[config.mk]
export PLATFORM = sky130hd
export DESIGN_NAME = conv_queue_seq
export DESIGN_NICKNAME = d
export VERILOG_FILES = /design/src/rtl/conv_queue_pkg.sv /design/src/rtl/cq_fifo.sv /design/src/rtl/cq_issue.sv /design/src/rtl/cq_result_bank.sv /design/src/rtl/conv_queue_seq.sv
export SDC_FILE = /design/constraint.sdc
export NUM_CORES = 1
export LEC_CHECK = 0
export ABC_AREA = 0
export BUFFER_PORTS_ARGS = -buffer_cell sky130_fd_sc_hd__buf_2
export CELL_PAD_IN_SITES_DETAIL_PLACEMENT = 1
export CELL_PAD_IN_SITES_GLOBAL_PLACEMENT = 2
export CORE_MARGIN = 5
export CORE_UTILIZATION = 45
export CTS_BUF_LIST = sky130_fd_sc_hd__clkbuf_8
export DETAILED_ROUTE_END_ITERATION = 16
export PLACE_DENSITY = 0.9
export RECOVER_POWER = 100
export SLEW_MARGIN = 20
export SYNTH_ARGS = -nofsm -noshare
export SYNTH_HDL_FRONTEND = slang
export SYNTH_SLANG_ARGS = --single-unit
[constraint.sdc]
create_clock -name clk_i -period 5.2 [get_ports clk_i]
set_input_delay 1.04 -clock clk_i [delete_from_list [all_inputs] [get_ports clk_i]]
set_output_delay 1.04 -clock clk_i [all_outputs]
set_load 0.005 [all_outputs]
[src/rtl/conv_queue_pkg.sv]
package conv_queue_pkg;
  localparam int CHAN_W = 3;

  typedef struct packed {
    logic              refill;
    logic [CHAN_W-1:0] chan;
  } q_entry_t;
endpackage

[src/rtl/cq_fifo.sv]
module cq_fifo
  import conv_queue_pkg::*;
#(
  parameter int DEPTH = 8
) (
  input  logic     clk_i,
  input  logic     rst_ni,
  input  logic     flush_i,
  input  logic     sw_push_i,
  input  q_entry_t sw_entry_i,
  input  logic     pop_i,
  output q_entry_t head_o,
  output logic     empty_o,
  output logic     full_o,
  output logic     wr_err_o
);
  localparam int PW = (DEPTH > 1) ? $clog2(DEPTH) : 1;
  localparam int CW = $clog2(DEPTH + 1);

  q_entry_t        mem_q [DEPTH];
  logic [PW-1:0]   rd_ptr_q, wr_ptr_q;
  logic [CW-1:0]   count_q;
  logic            re_push, sw_ok;
  logic [CW:0]     count_mid;

  function automatic logic [PW-1:0] adv(input logic [PW-1:0] p, input logic [1:0] n);
    logic [PW+1:0] s;
    s = (PW+2)'(p) + (PW+2)'(n);
    if (s >= (PW+2)'(DEPTH)) s = s - (PW+2)'(DEPTH);
    return s[PW-1:0];
  endfunction

  assign head_o    = mem_q[rd_ptr_q];
  assign empty_o   = (count_q == '0);
  assign full_o    = (count_q == CW'(DEPTH));
  assign re_push   = pop_i & head_o.refill;
  assign count_mid = {1'b0, count_q} - (CW+1)'(pop_i) + (CW+1)'(re_push);
  assign sw_ok     = sw_push_i & ~flush_i & (count_mid < (CW+1)'(DEPTH));

  always_ff @(posedge clk_i) begin
    if (re_push) mem_q[wr_ptr_q] <= head_o;
    if (sw_ok)   mem_q[re_push ? adv(wr_ptr_q, 2'd1) : wr_ptr_q] <= sw_entry_i;
  end

  always_ff @(posedge clk_i or negedge rst_ni) begin
    if (!rst_ni) begin
      rd_ptr_q <= '0;
      wr_ptr_q <= '0;
      count_q  <= '0;
      wr_err_o <= 1'b0;
    end else begin
      wr_err_o <= sw_push_i & ~flush_i & ~sw_ok;
      if (flush_i) begin
        rd_ptr_q <= '0;
        wr_ptr_q <= '0;
        count_q  <= '0;
      end else begin
        rd_ptr_q <= adv(rd_ptr_q, {1'b0, pop_i});
        wr_ptr_q <= adv(wr_ptr_q, 2'(re_push) + 2'(sw_ok));
        count_q  <= CW'(count_mid + (CW+1)'(sw_ok));
      end
    end
  end

  p_no_overflow_r8: assert property (@(posedge clk_i) disable iff (!rst_ni)
    count_q <= CW'(DEPTH));
  p_drop_when_full_r8: assert property (@(posedge clk_i) disable iff (!rst_ni)
    (full_o && sw_push_i && !pop_i && !flush_i) |=> (wr_err_o && full_o));
  p_refill_keeps_count_r3: assert property (@(posedge clk_i) disable iff (!rst_ni)
    (re_push && !sw_push_i && !flush_i) |=> count_q == $past(count_q));
  p_flush_empties_r9: assert property (@(posedge clk_i) disable iff (!rst_ni)
    flush_i |=> empty_o);
endmodule

[src/rtl/cq_issue.sv]
module cq_issue
  import conv_queue_pkg::*;
(
  input  logic              clk_i,
  input  logic              rst_ni,
  input  logic              gate_mode_i,
  input  logic              gate_i,
  input  logic              flush_i,
  input  logic              empty_i,
  input  logic [CHAN_W-1:0] head_chan_i,
  input  logic              req_ack_i,
  input  logic              conv_done_i,
  output logic              req_valid_o,
  output logic [CHAN_W-1:0] req_chan_o,
  output logic              pop_o,
  output logic              res_we_o,
  output logic [CHAN_W-1:0] res_chan_o
);
  logic              busy_q;
  logic [CHAN_W-1:0] cur_chan_q;
  logic              gate_ok;

  assign gate_ok     = gate_mode_i ? gate_i : 1'b1;
  assign req_valid_o = ~busy_q & ~empty_i & ~flush_i & gate_ok;
  assign req_chan_o  = head_chan_i;
  assign pop_o       = req_valid_o & req_ack_i;
  assign res_we_o    = busy_q & conv_done_i;
  assign res_chan_o  = cur_chan_q;

  always_ff @(posedge clk_i or negedge rst_ni) begin
    if (!rst_ni) begin
      busy_q     <= 1'b0;
      cur_chan_q <= '0;
    end else if (pop_o) begin
      busy_q     <= 1'b1;
      cur_chan_q <= head_chan_i;
    end else if (res_we_o) begin
      busy_q     <= 1'b0;
    end
  end

  p_one_outstanding_r2: assert property (@(posedge clk_i) disable iff (!rst_ni)
    pop_o |=> !req_valid_o);
  p_wait_done_r2: assert property (@(posedge clk_i) disable iff (!rst_ni)
    (!req_valid_o && $past(pop_o) && !conv_done_i) |=> !req_valid_o);
  p_gate_blocks_r4: assert property (@(posedge clk_i) disable iff (!rst_ni)
    (gate_mode_i && !gate_i) |-> !req_valid_o);
endmodule

[src/rtl/cq_result_bank.sv]
module cq_result_bank
  import conv_queue_pkg::*;
#(
  parameter int RES_W = 12
) (
  input  logic              clk_i,
  input  logic              rst_ni,
  input  logic              we_i,
  input  logic [CHAN_W-1:0] wr_chan_i,
  input  logic [RES_W-1:0]  wr_data_i,
  input  logic              rd_en_i,
  input  logic [CHAN_W-1:0] rd_chan_i,
  output logic [RES_W-1:0]  rd_data_o,
  output logic              rd_valid_o,
  output logic              rd_overrun_o
);
  localparam int NCH = 1 << CHAN_W;

  logic [RES_W-1:0] data_q [NCH];
  logic [NCH-1:0]   vld_q, ovr_q;

  for (genvar c = 0; c < NCH; c++) begin : g_ch
    logic hit_w, hit_r;
    assign hit_w = we_i & (wr_chan_i == CHAN_W'(c));
    assign hit_r = rd_en_i & (rd_chan_i == CHAN_W'(c));

    always_ff @(posedge clk_i or negedge rst_ni) begin
      if (!rst_ni) begin
        data_q[c] <= '0;
        vld_q[c]  <= 1'b0;
        ovr_q[c]  <= 1'b0;
      end else if (hit_w) begin
        data_q[c] <= wr_data_i;
        vld_q[c]  <= 1'b1;
        ovr_q[c]  <= (ovr_q[c] | vld_q[c]) & ~hit_r;
      end else if (hit_r) begin
        vld_q[c]  <= 1'b0;
        ovr_q[c]  <= 1'b0;
      end
    end
  end

  assign rd_data_o    = data_q[rd_chan_i];
  assign rd_valid_o   = vld_q[rd_chan_i];
  assign rd_overrun_o = ovr_q[rd_chan_i];

  p_valid_after_write_r5: assert property (@(posedge clk_i) disable iff (!rst_ni)
    we_i |=> vld_q[$past(wr_chan_i)]);
  p_read_clears_r6: assert property (@(posedge clk_i) disable iff (!rst_ni)
    (rd_en_i && !(we_i && wr_chan_i == rd_chan_i)) |=> !vld_q[$past(rd_chan_i)]);
  p_overrun_set_r7: assert property (@(posedge clk_i) disable iff (!rst_ni)
    (we_i && rd_valid_o && wr_chan_i == rd_chan_i && !rd_en_i) |=> ovr_q[$past(wr_chan_i)]);
endmodule

[src/rtl/conv_queue_seq.sv]
module conv_queue_seq
  import conv_queue_pkg::*;
#(
  parameter int DEPTH = 8,
  parameter int RES_W = 12
) (
  input  logic              clk_i,
  input  logic              rst_ni,
  input  logic              wr_valid_i,
  input  logic [CHAN_W-1:0] wr_chan_i,
  input  logic              wr_refill_i,
  input  logic              flush_i,
  input  logic              gate_mode_i,
  input  logic              gate_i,
  output logic              req_valid_o,
  output logic [CHAN_W-1:0] req_chan_o,
  input  logic              req_ack_i,
  input  logic              conv_done_i,
  input  logic [RES_W-1:0]  conv_result_i,
  input  logic              rd_en_i,
  input  logic [CHAN_W-1:0] rd_chan_i,
  output logic [RES_W-1:0]  rd_data_o,
  output logic              rd_valid_o,
  output logic              rd_overrun_o,
  output logic              full_o,
  output logic              empty_o,
  output logic              wr_err_o
);
  q_entry_t          sw_entry, head;
  logic              pop, res_we;
  logic [CHAN_W-1:0] res_chan;

  assign sw_entry = '{refill: wr_refill_i, chan: wr_chan_i};

  cq_fifo #(.DEPTH(DEPTH)) i_fifo (
    .clk_i, .rst_ni, .flush_i,
    .sw_push_i (wr_valid_i),
    .sw_entry_i(sw_entry),
    .pop_i     (pop),
    .head_o    (head),
    .empty_o, .full_o, .wr_err_o
  );

  cq_issue i_issue (
    .clk_i, .rst_ni, .gate_mode_i, .gate_i, .flush_i,
    .empty_i    (empty_o),
    .head_chan_i(head.chan),
    .req_ack_i, .conv_done_i, .req_valid_o, .req_chan_o,
    .pop_o      (pop),
    .res_we_o   (res_we),
    .res_chan_o (res_chan)
  );

  cq_result_bank #(.RES_W(RES_W)) i_bank (
    .clk_i, .rst_ni,
    .we_i     (res_we),
    .wr_chan_i(res_chan),
    .wr_data_i(conv_result_i),
    .rd_en_i, .rd_chan_i, .rd_data_o, .rd_valid_o, .rd_overrun_o
  );
endmodule

==> impl_metrics.sql <==
INSERT INTO impl_metrics (metric_group, metric, value, unit) VALUES
('setup_path', 'worst-path-max-fanout', '13', ''),
('timing', 'post-route-min-period', '4.81', 'ns'),
('placed_design', 'placed_cells_incl_taps', '834', ''),
('timing', 'slew_at_the_pin_closest_to_its_max_slew_limit', '2.15', 'ns'),
('placed_design', 'numPortBuffers', '48', ''),
('global_route', 'grt_pass1_wl', '31.1', 'mm'),
('cts', 'cts_max_path_buffers', '2', ''),
('finish', 'drive_gt1_share', '33.6', '%'),
('worst_hold_path', 'hold_path_depth', '2', ''),
('setup_path', 'worstPathRequired', '5.40', 'ns'),
('yosys', 'synth_edf_count', '32', ''),
('detailed_routing', 'viasPerCell', '5.75', ''),
('yosys', 'synth_area_leaders', 'sky130_fd_sc_hd__dfrtp_1 40%, sky130_fd_sc_hd__mux2_2 16%, sky130_fd_sc_hd__edfxtp_1 12%', ''),
('floorplan', 'fp.dieArea', '20400', 'sq um'),
('setup_path', 'timing_worst_setup_path_type', 'flop to flop', ''),
('setup_path', 'critPathCaptureType', 'flop', ''),
('yosys', 'synth.largest_area_cell', 'sky130_fd_sc_hd__dfrtp_1', ''),
('detailed_routing', 'met3_wirelength', '779', 'um'),
('setup_path', 'setup.worst_path.start_class', 'flop', ''),
('detailed_routing', 'first_iter_violations', '249', ''),
('floorplan', 'chipHeight', '143', 'um'),
('placed_design', 'placed_area', '8380', 'sq um'),
('cts', 'postCtsSetupBuffers', '0', ''),
('timing', 'finalHoldViolCount', '0', ''),
('floorplan', 'floorplan.die.width', '143', 'um'),
('global_route', 'grt_util_all_layers', '19.7', '%'),
('power_and_ir_drop', 'leak', '3.96', 'nW'),
('detailed_routing', 'count_of_vias_placed_by_the_detailed_router', '4971', ''),
('detailed_routing', 'routedLengthMet1', '8.01', 'mm'),
('yosys', 'synth.ff_latch_count', '159', ''),
('setup_path', 'path_depth', '12', ''),
('floorplan', 'core_area', '17300', 'sq um'),
('cts', 'clock_slew_seen_by_the_registers_of_the_worst_setup_and_hold_paths', '0.08', 'ns'),
('finish', 'post_route_cell_area', '8710', 'sq um'),
('global_route', 'first_global_vias', '5682', ''),
('cts', 'clock_insertion_delay_worst_skew', '0.47', 'ns'),
('timing', 'fmax', '208', 'MHz'),
('timing', 'worst_slew_margin_rel', '-43.2', '%'),
('placed_design', 'routability_driven_placement_congestion_ratio', '0.865', ''),
('yosys', 'post_synth_num_cell_types', '46', ''),
('yosys', 'syn-num-nets', '632', ''),
('detailed_routing', 'first_pass_drt_iterations', '4', ''),
('detailed_routing', 'route.met2.wl', '9.79', 'mm'),
('detailed_routing', 'drtAntennaViolNets', '0', ''),
('yosys', 'synth_sequential_area_ratio', '52.2', '%'),
('global_route', 'globalRouteOverflowTotal', '0', ''),
('setup_path', 'critical-path-top-cell-by-count', 'sky130_fd_sc_hd__nand3_1', ''),
('detailed_routing', 'detail_route.wl_per_cell', '21.8', 'um'),
('power_and_ir_drop', 'powerDensity', '494', 'nW/um^2'),
('yosys', 'synth_top_cell_area_share', '40.1', '%'),
('finish', 'areaGrowthSynthToFinish', '9.84', '%'),
('cts', 'cts_root_buf', 'sky130_fd_sc_hd__clkbuf_8', ''),
('setup_path', 'crit_family', 'simple AND/OR/NAND/NOR gates', ''),
('floorplan', 'floorplan.io_pins', '49', ''),
('yosys', 'synth_area', '7930', 'sq um'),
('cts', 'cts_max_level', '4', ''),
('power_and_ir_drop', 'maximum_vdd_drop', '0.000216', 'V'),
('setup_path', 'cell_chain_critical_path', 'mux4_2 > mux2_4 > nand2_1 > inv_2 > ha_1 > fa_1 > a211o_1 > nand3_1 > nor3b_1 > nand3_1 > nor4_2 > mux2_1', ''),
('timing', 'final-max-slew-violation-count', '134', ''),
('yosys', 'netlist_instances', '588', ''),
('yosys', 'warning_count_from_the_yosys_run', '0', ''),
('detailed_routing', 'remaining_drc_errors', '0', ''),
('outcome', 'failing_checks', 'max-capacitance violations, max-slew violations', ''),
('finish', 'layout.nets', '672', ''),
('job', 'number_of_maximum_capacitance_violations', '6', ''),
('timing', 'grt_setup_unrepaired', 'no', ''),
('setup_path', 'r2r.worst_path.cells', '12', ''),
('detailed_routing', 'highest-signal-layer', 'met4', ''),
('outcome', 'result_of_the_run', 'complete, but fails checks', ''),
('timing', 'final.setup_skew', '0.0156', 'ns'),
('setup_path', 'critical_path.slowest_cell', 'sky130_fd_sc_hd__dfrtp_1', '');
routing by layer:
| layer | up-vias | GRT usage (%) |
|---|---|---|
| li1 | 2213 | - |
| met5 | - | 0 |
| met1 | 2641 | 25.6 |
| met2 | 95 | 33.9 |
| met4 | 0 | 5.10 |
| met3 | 22 | 4.19 |
stage by stage:
stage               hold WS, ns  util, %  setup WS [ns]  power (mW)
global placement          0.452     48.4          0.553        3.21
global route              0.513     50.4         0.0690        4.57
CTS                       0.479     51.1          0.363        4.39
finish                    0.479     50.4          0.387        4.31
floorplan                 0.440        -          0.965        2.90
detailed placement        0.460     48.4          0.294        3.34
path summary, 6_finish.rpt:
path | start | endpoint | slack, ns
worst max-delay path | i_fifo.rd_ptr_q[0]$_DFF_PN0_ | i_fifo.mem_q[4][3]$_DFFE_PP_ | 0.39
worst min-delay path | i_bank.data_q[60]$_DFFE_PN0P_ | i_bank.data_q[60]$_DFFE_PN0P_ | 0.48
worst max register to register | i_fifo.rd_ptr_q[0]$_DFF_PN0_ | i_fifo.mem_q[4][3]$_DFFE_PP_ | 0.39
worst min register to register | i_bank.data_q[60]$_DFFE_PN0P_ | i_bank.data_q[60]$_DFFE_PN0P_ | 0.48
max in group asynchronous | rst_ni | i_bank.data_q[52]$_DFFE_PN0P_ | 1.95
min in group asynchronous | rst_ni | i_bank.data_q[47]$_DFFE_PN0P_ | 1.16
cells in the final DEF (no fill, tap or decap), drive strengths merged, types with 3 or more instances in the layout:
cell type  netlist  final
a21oi           18     18
a31oi            6      6
and2             4      4
edfxtp          32     32
mux2           125    125
buf              9     36
nor2            16     16
clkbuf          25     38
nor2b           11     11
ha              14     14
nand2b           4      4
bufinv           0      5
or3              5      5
nand3           13     13
dfrtp          127    127
nor4             3      3
and3             4      4
a21o            11     11
xnor2            6      6
inv             12     16
mux4            36     36
nand2           85     85
where the power goes:
| part | internal [mW] | leakage [nW] | switching [mW] | total (mW) |
|---|---|---|---|---|
| registers | 1.71 | 1.98 | 0.241 | 1.95 |
| logic | 0.704 | 1.74 | 0.598 | 1.30 |
| clock network | 0.591 | 0.236 | 0.459 | 1.05 |
| total | 3.01 | 3.96 | 1.30 | 4.31 |
cell type report:
cell class,instances,area (sq um)
clock inverters,12,193
well taps,225,282
fillers,1782,8580
repair buffers,55,259
flip-flops and latches,159,4140
clock buffers,19,262
multi-input cells,383,3530
inverters,12,45.0
state kept, by name (all words and copies together), names as in the netlist, 3 cells and up:
register / cells
i_bank.data_q: 96
i_bank.ovr_q: 8
i_bank.vld_q: 8
i_fifo.count_q: 4
i_fifo.mem_q: 32
i_fifo.rd_ptr_q: 3
i_fifo.wr_ptr_q: 3
i_issue.res_chan_o: 3
synthesized netlist by cell type, types with 2 or more instances:
master	instances
sky130_fd_sc_hd__mux4_2	36
sky130_fd_sc_hd__edfxtp_1	32
sky130_fd_sc_hd__ha_1	14
sky130_fd_sc_hd__and3_1	3
sky130_fd_sc_hd__a21oi_1	17
sky130_fd_sc_hd__nand2b_1	4
sky130_fd_sc_hd__nor2_1	16
sky130_fd_sc_hd__nor4_4	2
sky130_fd_sc_hd__dfrtp_1	127
sky130_fd_sc_hd__buf_2	3
sky130_fd_sc_hd__fa_1	2
sky130_fd_sc_hd__nor3b_1	2
sky130_fd_sc_hd__inv_1	11
sky130_fd_sc_hd__and2_1	4
sky130_fd_sc_hd__buf_1	4
sky130_fd_sc_hd__clkbuf_1	24
sky130_fd_sc_hd__xnor2_1	6
sky130_fd_sc_hd__nand3_1	13
sky130_fd_sc_hd__nand2_1	85
sky130_fd_sc_hd__o21bai_1	2
sky130_fd_sc_hd__mux2_4	9
sky130_fd_sc_hd__nor2b_1	10
sky130_fd_sc_hd__o22ai_1	2
sky130_fd_sc_hd__mux2_2	116
sky130_fd_sc_hd__or3_1	5
sky130_fd_sc_hd__buf_6	2
sky130_fd_sc_hd__a21o_1	11
sky130_fd_sc_hd__o311a_4	2
sky130_fd_sc_hd__xor2_1	2
sky130_fd_sc_hd__a31oi_1	6
worst min-delay path: cells and delay by family, from the launching register on:
| family | cells | cell delay [ns] |
|---|---|---|
| flops | 1 | 0.34 |
| simple gates | 2 | 0.11 |
kinds of logic after synthesis:
kind of cell               Yosys count  synth area share, %
buffers and inverters               46                 2.43
adders and majority gates           16                 2.71
muxes                              162                 28.5
xor gates and xnor gates             8                0.883
AOI/OAI and AO/OA                   45                 4.01
DFF                                159                 52.2
and+or+nand+nor                    152                 9.26
No activity file was read; power rests on OpenSTA's default activity.
